### src/rtl/cfg_pkg.sv
package cfg_pkg;
  localparam logic [7:0] KEY_FIRST  = 8'h51;
  localparam logic [7:0] KEY_SECOND = 8'h23;
  localparam logic [7:0] EXIT_BYTE  = 8'hBB;

  localparam logic [7:0] REG_SRST   = 8'h02;
  localparam logic [7:0] REG_CIO    = 8'h03;
  localparam logic [7:0] REG_LDN    = 8'h07;
  localparam logic [7:0] REG_PWR0   = 8'h22;
  localparam logic [7:0] BANK_BASE  = 8'h30;
  localparam logic [7:0] REG_ACT    = 8'h30;
  localparam logic [7:0] REG_BASEHI = 8'h60;
  localparam logic [7:0] REG_BASELO = 8'h61;
  localparam logic [7:0] REG_IRQ    = 8'h70;
  localparam logic [7:0] REG_IRQ2   = 8'h72;
  localparam logic [7:0] REG_DMA    = 8'h74;
  localparam logic [7:0] REG_MODE0  = 8'hF0;

  localparam logic [7:0] DMA_DEFAULT = 8'h04;

  typedef enum logic [1:0] {
    LK_LOCKED = 2'd0,
    LK_HALF   = 2'd1,
    LK_OPEN   = 2'd2
  } lock_state_t;

  typedef struct packed {
    logic       open;
    logic       wrEn;
    logic       bankArea;
    logic       softRst;
    logic [7:0] idx;
    logic [7:0] dat;
  } cfg_strb_t;
endpackage

### src/rtl/cfg_ctrl.sv
module cfg_ctrl
  import cfg_pkg::*;
(
  input  logic       clk,
  input  logic       rstN,
  input  logic       busWr,
  input  logic       busPort,
  input  logic [7:0] busWrData,
  output cfg_strb_t  strb,
  output logic       cfgOpen,
  output logic       keyHalf,
  output logic [7:0] curIdx
);
  lock_state_t lockState;
  logic idxWr;
  logic datWr;

  assign idxWr = busWr && !busPort;
  assign datWr = busWr && busPort && (lockState == LK_OPEN);

  always_ff @(posedge clk) begin
    if (!rstN) begin
      lockState <= LK_LOCKED;
      curIdx    <= 8'h00;
    end else if (idxWr) begin
      case (lockState)
        LK_LOCKED: begin
          if (busWrData == KEY_FIRST) lockState <= LK_HALF;
        end
        LK_HALF: begin
          if (busWrData == KEY_SECOND)     lockState <= LK_OPEN;
          else if (busWrData == KEY_FIRST) lockState <= LK_HALF;
          else                             lockState <= LK_LOCKED;
        end
        LK_OPEN: begin
          if (busWrData == EXIT_BYTE) lockState <= LK_LOCKED;
          else                        curIdx    <= busWrData;
        end
        default: lockState <= LK_LOCKED;
      endcase
    end
  end

  assign cfgOpen = (lockState == LK_OPEN);
  assign keyHalf = (lockState == LK_HALF);

  always_comb begin
    strb          = '0;
    strb.open     = cfgOpen;
    strb.wrEn     = datWr;
    strb.idx      = curIdx;
    strb.dat      = busWrData;
    strb.bankArea = (curIdx >= BANK_BASE);
    strb.softRst  = datWr && (curIdx == REG_SRST) && busWrData[0];
  end
endmodule

### src/rtl/cfg_datapath.sv
module cfg_datapath
  import cfg_pkg::*;
#(
  parameter int NUM_DEV  = 9,
  parameter int NUM_MODE = 4,
  parameter int LDN_W    = 4,
  parameter int NUM_PWR  = 3
) (
  input  logic                         clk,
  input  logic                         rstN,
  input  cfg_strb_t                    strb,
  input  logic                         busPort,
  output logic [7:0]                   busRdData,
  output logic [LDN_W-1:0]             selDev,
  output logic [NUM_DEV-1:0]           devActive,
  output logic [NUM_DEV*16-1:0]        devBase,
  output logic [NUM_DEV*8-1:0]         devIrq,
  output logic [NUM_DEV*8-1:0]         devIrq2,
  output logic [NUM_DEV*8-1:0]         devDma,
  output logic [NUM_DEV*NUM_MODE*8-1:0] devMode,
  output logic [7:0]                   glbCio,
  output logic [NUM_PWR*8-1:0]         glbPower
);
  logic globalWe;
  logic devValid;
  logic [7:0] rdVal;

  assign globalWe = strb.wrEn && !strb.bankArea;
  assign devValid = (int'(selDev) < NUM_DEV);

  // Global registers
  always_ff @(posedge clk) begin
    if (!rstN) begin
      selDev   <= '0;
      glbCio   <= 8'h00;
      glbPower <= '0;
    end else if (globalWe) begin
      if (strb.idx == REG_LDN) selDev <= strb.dat[LDN_W-1:0];
      if (strb.idx == REG_CIO) glbCio <= strb.dat;
      for (int p = 0; p < NUM_PWR; p++) begin
        if (strb.idx == REG_PWR0 + 8'(p)) glbPower[p*8 +: 8] <= strb.dat;
      end
    end
  end

  // Banked registers, one copy per logical device
  for (genvar g = 0; g < NUM_DEV; g++) begin : gBank
    logic                      bankWe;
    logic                      actR;
    logic [15:0]               baseR;
    logic [7:0]                irqR;
    logic [7:0]                irq2R;
    logic [7:0]                dmaR;
    logic [NUM_MODE-1:0][7:0]  modeR;

    assign bankWe = strb.wrEn && strb.bankArea && (int'(selDev) == g);

    always_ff @(posedge clk) begin
      if (!rstN || strb.softRst) begin
        actR  <= 1'b0;
        baseR <= 16'h0000;
        irqR  <= 8'h00;
        irq2R <= 8'h00;
        dmaR  <= DMA_DEFAULT;
        modeR <= '0;
      end else if (bankWe) begin
        case (strb.idx)
          REG_ACT:    actR          <= strb.dat[0];
          REG_BASEHI: baseR[15:8]   <= strb.dat;
          REG_BASELO: baseR[7:0]    <= strb.dat;
          REG_IRQ:    irqR          <= strb.dat;
          REG_IRQ2:   irq2R         <= strb.dat;
          REG_DMA:    dmaR          <= strb.dat;
          default: begin
            for (int m = 0; m < NUM_MODE; m++) begin
              if (strb.idx == REG_MODE0 + 8'(m)) modeR[m] <= strb.dat;
            end
          end
        endcase
      end
    end

    assign devActive[g]                        = actR;
    assign devBase[g*16 +: 16]                 = baseR;
    assign devIrq[g*8 +: 8]                    = irqR;
    assign devIrq2[g*8 +: 8]                   = irq2R;
    assign devDma[g*8 +: 8]                    = dmaR;
    assign devMode[g*NUM_MODE*8 +: NUM_MODE*8] = modeR;
  end

  // Read-back mux for the data location
  always_comb begin
    int sel;
    sel   = int'(selDev);
    rdVal = 8'hFF;
    if (!strb.bankArea) begin
      case (strb.idx)
        REG_SRST: rdVal = 8'h00;
        REG_CIO:  rdVal = glbCio;
        REG_LDN:  rdVal = 8'(selDev);
        default: begin
          for (int p = 0; p < NUM_PWR; p++) begin
            if (strb.idx == REG_PWR0 + 8'(p)) rdVal = glbPower[p*8 +: 8];
          end
        end
      endcase
    end else if (devValid) begin
      case (strb.idx)
        REG_ACT:    rdVal = {7'b0, devActive[sel]};
        REG_BASEHI: rdVal = devBase[sel*16+8 +: 8];
        REG_BASELO: rdVal = devBase[sel*16 +: 8];
        REG_IRQ:    rdVal = devIrq[sel*8 +: 8];
        REG_IRQ2:   rdVal = devIrq2[sel*8 +: 8];
        REG_DMA:    rdVal = devDma[sel*8 +: 8];
        default: begin
          for (int m = 0; m < NUM_MODE; m++) begin
            if (strb.idx == REG_MODE0 + 8'(m)) rdVal = devMode[(sel*NUM_MODE+m)*8 +: 8];
          end
        end
      endcase
    end
  end

  assign busRdData = (strb.open && busPort) ? rdVal : 8'hFF;
endmodule

### src/rtl/cfg_port_top.sv
module cfg_port_top
  import cfg_pkg::*;
#(
  parameter int NUM_DEV  = 9,
  parameter int NUM_MODE = 4,
  parameter int NUM_PWR  = 3,
  parameter int LDN_W    = 4
) (
  input  logic                          clk,
  input  logic                          rstN,
  input  logic                          busWr,
  input  logic                          busPort,
  input  logic [7:0]                    busWrData,
  output logic [7:0]                    busRdData,
  output logic [LDN_W-1:0]              selDev,
  output logic [NUM_DEV-1:0]            devActive,
  output logic [NUM_DEV*16-1:0]         devBase,
  output logic [NUM_DEV*8-1:0]          devIrq,
  output logic [NUM_DEV*8-1:0]          devIrq2,
  output logic [NUM_DEV*8-1:0]          devDma,
  output logic [NUM_DEV*NUM_MODE*8-1:0] devMode,
  output logic [7:0]                    glbCio,
  output logic [NUM_PWR*8-1:0]          glbPower
);
  cfg_strb_t  strb;
  logic       cfgOpen;
  logic       keyHalf;
  logic [7:0] curIdx;

  cfg_ctrl u_ctrl (
    .clk(clk), .rstN(rstN), .busWr(busWr), .busPort(busPort),
    .busWrData(busWrData), .strb(strb), .cfgOpen(cfgOpen),
    .keyHalf(keyHalf), .curIdx(curIdx)
  );

  cfg_datapath #(
    .NUM_DEV(NUM_DEV), .NUM_MODE(NUM_MODE), .LDN_W(LDN_W), .NUM_PWR(NUM_PWR)
  ) u_dp (
    .clk(clk), .rstN(rstN), .strb(strb), .busPort(busPort),
    .busRdData(busRdData), .selDev(selDev), .devActive(devActive),
    .devBase(devBase), .devIrq(devIrq), .devIrq2(devIrq2), .devDma(devDma),
    .devMode(devMode), .glbCio(glbCio), .glbPower(glbPower)
  );
endmodule

### config.mk
export PLATFORM = sky130hd
export DESIGN_NAME = cfg_port_top
export DESIGN_NICKNAME = d
export VERILOG_FILES = /design/src/rtl/cfg_pkg.sv /design/src/rtl/cfg_ctrl.sv /design/src/rtl/cfg_datapath.sv /design/src/rtl/cfg_port_top.sv
export SDC_FILE = /design/constraint.sdc
export NUM_CORES = 2
export LEC_CHECK = 0
export BUFFER_PORTS_ARGS = -buffer_cell sky130_fd_sc_hd__buf_4
export CAP_MARGIN = 40
export CORE_MARGIN = 5
export CORE_UTILIZATION = 30
export DETAILED_ROUTE_END_ITERATION = 7
export SETUP_SLACK_MARGIN = 0.1
export SYNTH_ARGS = -nofsm -noshare
export SYNTH_HDL_FRONTEND = slang
export SYNTH_SLANG_ARGS = --single-unit
### constraint.sdc
create_clock -name clk -period 6.6 [get_ports clk]
set_clock_uncertainty 0.05 [all_clocks]
set_input_delay 0.33 -clock clk [delete_from_list [all_inputs] [get_ports clk]]
set_output_delay 0.33 -clock clk [all_outputs]
set_load 0.005 [all_outputs]
=== Word level (Yosys, flattened, before mapping) ===
Cells that the tools add are included.
W data, S select, Z words.

* Output and inout bits: 701
* Logic and storage cells: 286
* Register bits: 703

* Reductions and logical operators: 121
* Bitwise operators: 2
* Shift operators: 9
* $lt $le $gt $ge: 3
* Equal/unequal tests: 31
* Add/sub/neg operators: 4
* Muxes and demuxes: 19

{| class="wikitable"
|+ Operator list
! operator !! count
|-
| $shiftx A288 B32 Y8 || 3
|-
| $shiftx A288 B10 Y8 || 1
|-
| $shiftx A72 B8 Y8 || 3
|-
| $shiftx A144 B32 Y8 || 1
|-
| $shiftx A144 B9 Y8 || 1
|-
| $reduce_and A2 Y1 || 59
|-
| $reduce_and A3 Y1 || 38
|-
| $mux W8 || 10
|-
| $eq A8 B7 Y1 const B || 6
|-
| $pmux W8 S6 || 1
|-
| $eq A8 B6 Y1 const B || 5
|-
| $eq A8 B8 Y1 const B || 5
|-
| $pmux W8 S3 || 1
|-
| $eq A4 B4 Y1 const B || 5
|-
| $logic_and A1 B1 Y1 || 17
|-
| $eq A8 B2 Y1 const B || 2
|-
| $add A6 B2 Y7 const B || 2
|-
| $add A8 B4 Y9 const B || 1
|-
| $eq A4 B3 Y1 const B || 2
|-
| $eq A8 B3 Y1 const B || 1
|-
| $ge A8 B6 Y1 const B || 1
|-
| $add A6 B1 Y7 const B || 1
|-
| $mux W2 || 3
|-
| $pmux W2 S3 || 1
|-
| other kinds (14) || 19
|}

=== Longest topological paths before layout ===
* Depth after elaboration: 9
* Depth in mapped cells: 11

=== By module ===
A second synthesis with hierarchy kept.

* Cells, all modules: 3946
* Area, all modules: 31930.6 sq um

{| class="wikitable"
|+ By module, submodules not included
! module !! seq. area each (sq um) !! times used !! area each (sq um) !! cells each
|-
| cfg_datapath || 13873.3 || 1 || 31233.7 || 3864
|-
| cfg_ctrl || 200.2 || 1 || 696.9 || 82
|}

=== Least setup slack after synthesis ===
Ideal clock, no wire load.

* Kind: register to output
* Start: register u_ctrl.curIdx[2]
* End: output port busRdData[6]
* Arrival time: 2505 ps
* Data required time: 6220 ps
* Slack: 3715 ps
* Path buffers: 3
* Stages on the path, launching flop included: 11
* Cell sequence: dfxtp_1 buf_2 or4b_1 clkbuf_1 nor2_2 buf_2 a221oi_1 or4_1 a221oi_1 o21ai_1 nand3_1

* Longest elaborated chain between the ends: 9

{| class="wikitable"
|+ Ends and longest elaborated chain
! what !! RTL line !! RTL
|-
| from (decl) || cfg_ctrl.sv:12 || <nowiki>output logic [7:0] curIdx</nowiki>
|-
| from (signal assigned) || cfg_ctrl.sv:37 || <nowiki>else curIdx <= busWrData;</nowiki>
|-
| $eq A8 B8 Y1 || cfg_datapath.sv:117 || <nowiki>if (strb.idx == REG_MODE0 + 8'(m)) rdVal = devMode[(sel*NUM_MODE+m)*8 +: 8];</nowiki>
|-
| $mux W8 (4 in series) || cfg_datapath.sv:117 ||
|-
| $pmux W8 S6 || cfg_datapath.sv:108 || <nowiki>case (strb.idx)</nowiki>
|-
| $mux W8 || cfg_datapath.sv:107 || <nowiki>end else if (devValid) begin</nowiki>
|-
| $mux W8 * || cfg_datapath.sv:96 || <nowiki>if (!strb.bankArea) begin</nowiki>
|-
| $mux W8 * || cfg_datapath.sv:124 || <nowiki>assign busRdData = (strb.open && busPort) ? rdVal : 8'hFF;</nowiki>
|-
| to (decl) || cfg_port_top.sv:14 || <nowiki>output logic [7:0] busRdData,</nowiki>
|}

Mark *: on every way between the ends. The rest lies on a longest branch, timed or not.

=== Worst setup path after layout ===
* Start: register u_ctrl.curIdx[6]
* End: output port busRdData[0]

Same word-level chain as after synthesis.

==> results.toml <==
[logic_synthesis]
async_flop_share = 0
synth.most_common_cell = "nand2_1"
yosys_warnings = 0
synth_top_family_by_area = "simple AND/OR/NAND/NOR gates"
netlist_top_cells_area = "dfxtp_1 45%, nand2_1 11%, a21oi_1 9.5%, nand3_1 7.8%, mux2i_1 5.1%"
synth_compound_area_frac = 0.164
yosysUniqueCellTypes = 71
syn_area_per_cell_sq_um = 8.02
syn_inst = 3936
synth.area.mux_share = 0.0964
synth_flop_cell = "dfxtp_1"
seq_area_frac_synth = 0.446
synth_largest_area_cell = "dfxtp_1"
synth_xor_area_frac = 0
syn_area_sq_mm = 0.0316
yosys.area_share.simple = 0.244
synth_seq_cells = 703
syn_nets = 3948
synth-edff-count = 0
synth_top_area_share = 0.446
synthTopCellsByCount = "930 x nand2_1, 703 x dfxtp_1, 602 x a21oi_1"
synth_fa_ha_area_frac = 0

[timing]
slew_viol_final = 0
fin_crit_ns = 5.43
fin_crit_sh = 0.823
slew_headroom = 0.255
layout_setup_ws_ns = 1.17
finalSetupViolations = 0
rsz0062_at_grt = "no"
tns_ns = 0
worstMarginPinSlew_ns = 1.12
fmax_mhz = 184
hold_viol = 0

[final_layout]
fin_nets = 4451
syn_to_final_growth_pct = 29.6
drive_above_1_share = 0.238
postLayoutCoreUtil = 0.390

[worst_setup_path]
r2r_slack_ns = 2.90
endpoint_kind = "primary output"
crit_arrival_ns = 5.05
cp.required_ns = 6.22
worst_setup_path_start_kind = "flip-flop"
cpPeakStageDelay_ns = 0.72
endpoint = "busRdData[0]"
path_cells = "nand4b_1 -> nor2_4 -> buf_4 -> a221oi_1 -> o41ai_1 -> a32oi_1 -> a31oi_1 -> buf_4"
reg2reg_from = "u_ctrl.curIdx[6]$_SDFFE_PN0P_"
worstPathMaxFanout = 63
slowest_stage = "nor2_4"
worstReg2RegEnd = "u_dp.gBank[1].baseR[4]$_SDFFE_PP0P_"
startpoint = "u_ctrl.curIdx[6]$_SDFFE_PN0P_"
path_common_cell = "buf_4"
path_class = "flip-flop to primary output"
r2r_cells = 6

[hold_path]
hp-class = "input pin to flip-flop"
hold_depth = 4

[floorplan]
chipHeight_um = 334
initial_core_util = 0.301
ioPinCount = 713
num_rows = 119
fp.dieW_um = 334
core_area_sq_mm = 0.105
die_area_sq_mm = 0.112

[clocking]
post_cts_buffers = 0
cts_tree = "built"
h-tree-depth = 3
clk_latency_ns = 0.66
cts_root_buf = "clkbuf_16"
path_clk_slew_ns = 0.06
cts_resized = 0
cts_buffers = 82
cts.sinks = 703
max-clock-path-buffers = 3

[placement]
dp_hpwl_um = 124000
routabilityCongestion = 0.955
place.port_buffers = 712
place_ws_ns = 1.97

[global_routing]
antenna_found_initial = 1
gr-max-usage-layer = "met2"
grt_pass1_wl_um = 240000
met2_usage = 0.472
met1_usage = 0.355
grt-ovfl-total = 0
grt_pass1_vias = 31100
grt_max_degree = 197
grt_use_met3 = 0.0845
track_usage = 0.290

[routing]
antenna_left = 0
wire_per_inst_um = 29.2
wl_um = 172000
routed-via-count = 33800
avgViaCountPerCell = 5.74
drc_errors = 0
first_iter_violations = 4471
first_pass_iters = 6

[power_and_ir_drop]
p_per_area_mw_per_mm2 = 227
p_leak_uw = 0.0147
peakVddDrop_mv = 0.189

[run]
cap_violations = 0

[outcome]
status = "complete, no violations"
stage by stage:
stage	hold WS, ns	std cells	total power [uW]	instance area (sq um)
floorplan	0.396	3936	4460	31600
global placement	0.405	5729	4550	37800
detailed placement	0.411	5745	4550	38100
CTS	0.00336	5895	9320	40900
global route	0.0323	5895	9500	40900
finish	0.0451	5896	9280	40900
flip-flops by register name (all words and copies together), names as in the netlist:
name	count
u_ctrl.curIdx	8
u_ctrl.lockState	2
u_dp.devMode	288
u_dp.gBank.actR	9
u_dp.gBank.baseR	144
u_dp.gBank.dmaR	72
u_dp.gBank.irq2R	72
u_dp.gBank.irqR	72
u_dp.glbCio	8
u_dp.glbPower	24
u_dp.selDev	4
logic make-up after synthesis:
logic type	count (synthesis)
AO/OA/AOI/OAI	886
buffers and inverters	386
flip-flops	703
multiplexers	225
AND/OR/NAND/NOR	1736
per-layer routing:
metal,up-vias,share of wire
li1,14900,-
met4,0,0.054
met1,16400,0.37
met3,397,0.11
met2,2144,0.47
met5,-,0
area by class of cell:
type / instances / area [sq um]
tap: 1391 / 1740
timing repair buffer: 800 / 6160
inverter: 5 / 18.8
multi-input combinational: 2847 / 16100
antenna: 1 / 2.50
clock buffer: 112 / 2360
fill: 10800 / 64100
sequential: 703 / 14100
clock inverter: 37 / 455
cells in the final DEF (no fill, tap or decap), drive strengths merged, types with 17 or more instances in the layout:
cell | Yosys | final
a211oi | 29 | 29
a21oi | 602 | 602
a221o | 19 | 19
a221oi | 72 | 72
a31oi | 25 | 25
and3 | 22 | 22
buf | 103 | 799
clkbuf | 278 | 112
clkinv | 0 | 21
dfxtp | 703 | 703
mux2i | 161 | 161
mux4 | 63 | 63
nand2 | 930 | 930
nand3 | 493 | 493
nor2 | 155 | 155
nor2b | 44 | 44
nor3 | 19 | 19
o21ai | 44 | 44
o22ai | 17 | 17
critical path, delay by kind of cell (launching register included):
family | cells | cell delay (ns)
AO/OA/AOI/OAI | 4 | 1.64
AND/OR/NAND/NOR | 2 | 1.30
flip-flops | 1 | 0.49
buffers and inverters | 2 | 0.89
what timing repair did:
action	4_1_cts	5_1_grt
endpoints found under the setup margin	0	0
endpoints found under the hold margin	1	0
hold buffers	1	0
worst min-delay path by stage:
stage	startpoint	to
floorplan	u_dp.gBank[4].actR$_SDFFE_PP0P_	u_dp.gBank[4].actR$_SDFFE_PP0P_
global placement	u_dp.gBank[3].irqR[5]$_SDFFE_PP0P_	u_dp.gBank[3].irqR[5]$_SDFFE_PP0P_
detailed placement	u_dp.gBank[3].irqR[5]$_SDFFE_PP0P_	u_dp.gBank[3].irqR[5]$_SDFFE_PP0P_
CTS	busWr	u_ctrl.lockState[0]$_SDFFE_PN0P_
global route	busWr	u_ctrl.lockState[0]$_SDFFE_PN0P_
finish	busWr	u_ctrl.lockState[0]$_SDFFE_PN0P_
power by group:
group,internal [uW],switching (uW)
combinational,26.9,192
clock,2810,2010
sequential,4240,0.00622
total,7080,2210
Note: power is estimated with default switching activity, not from simulation.
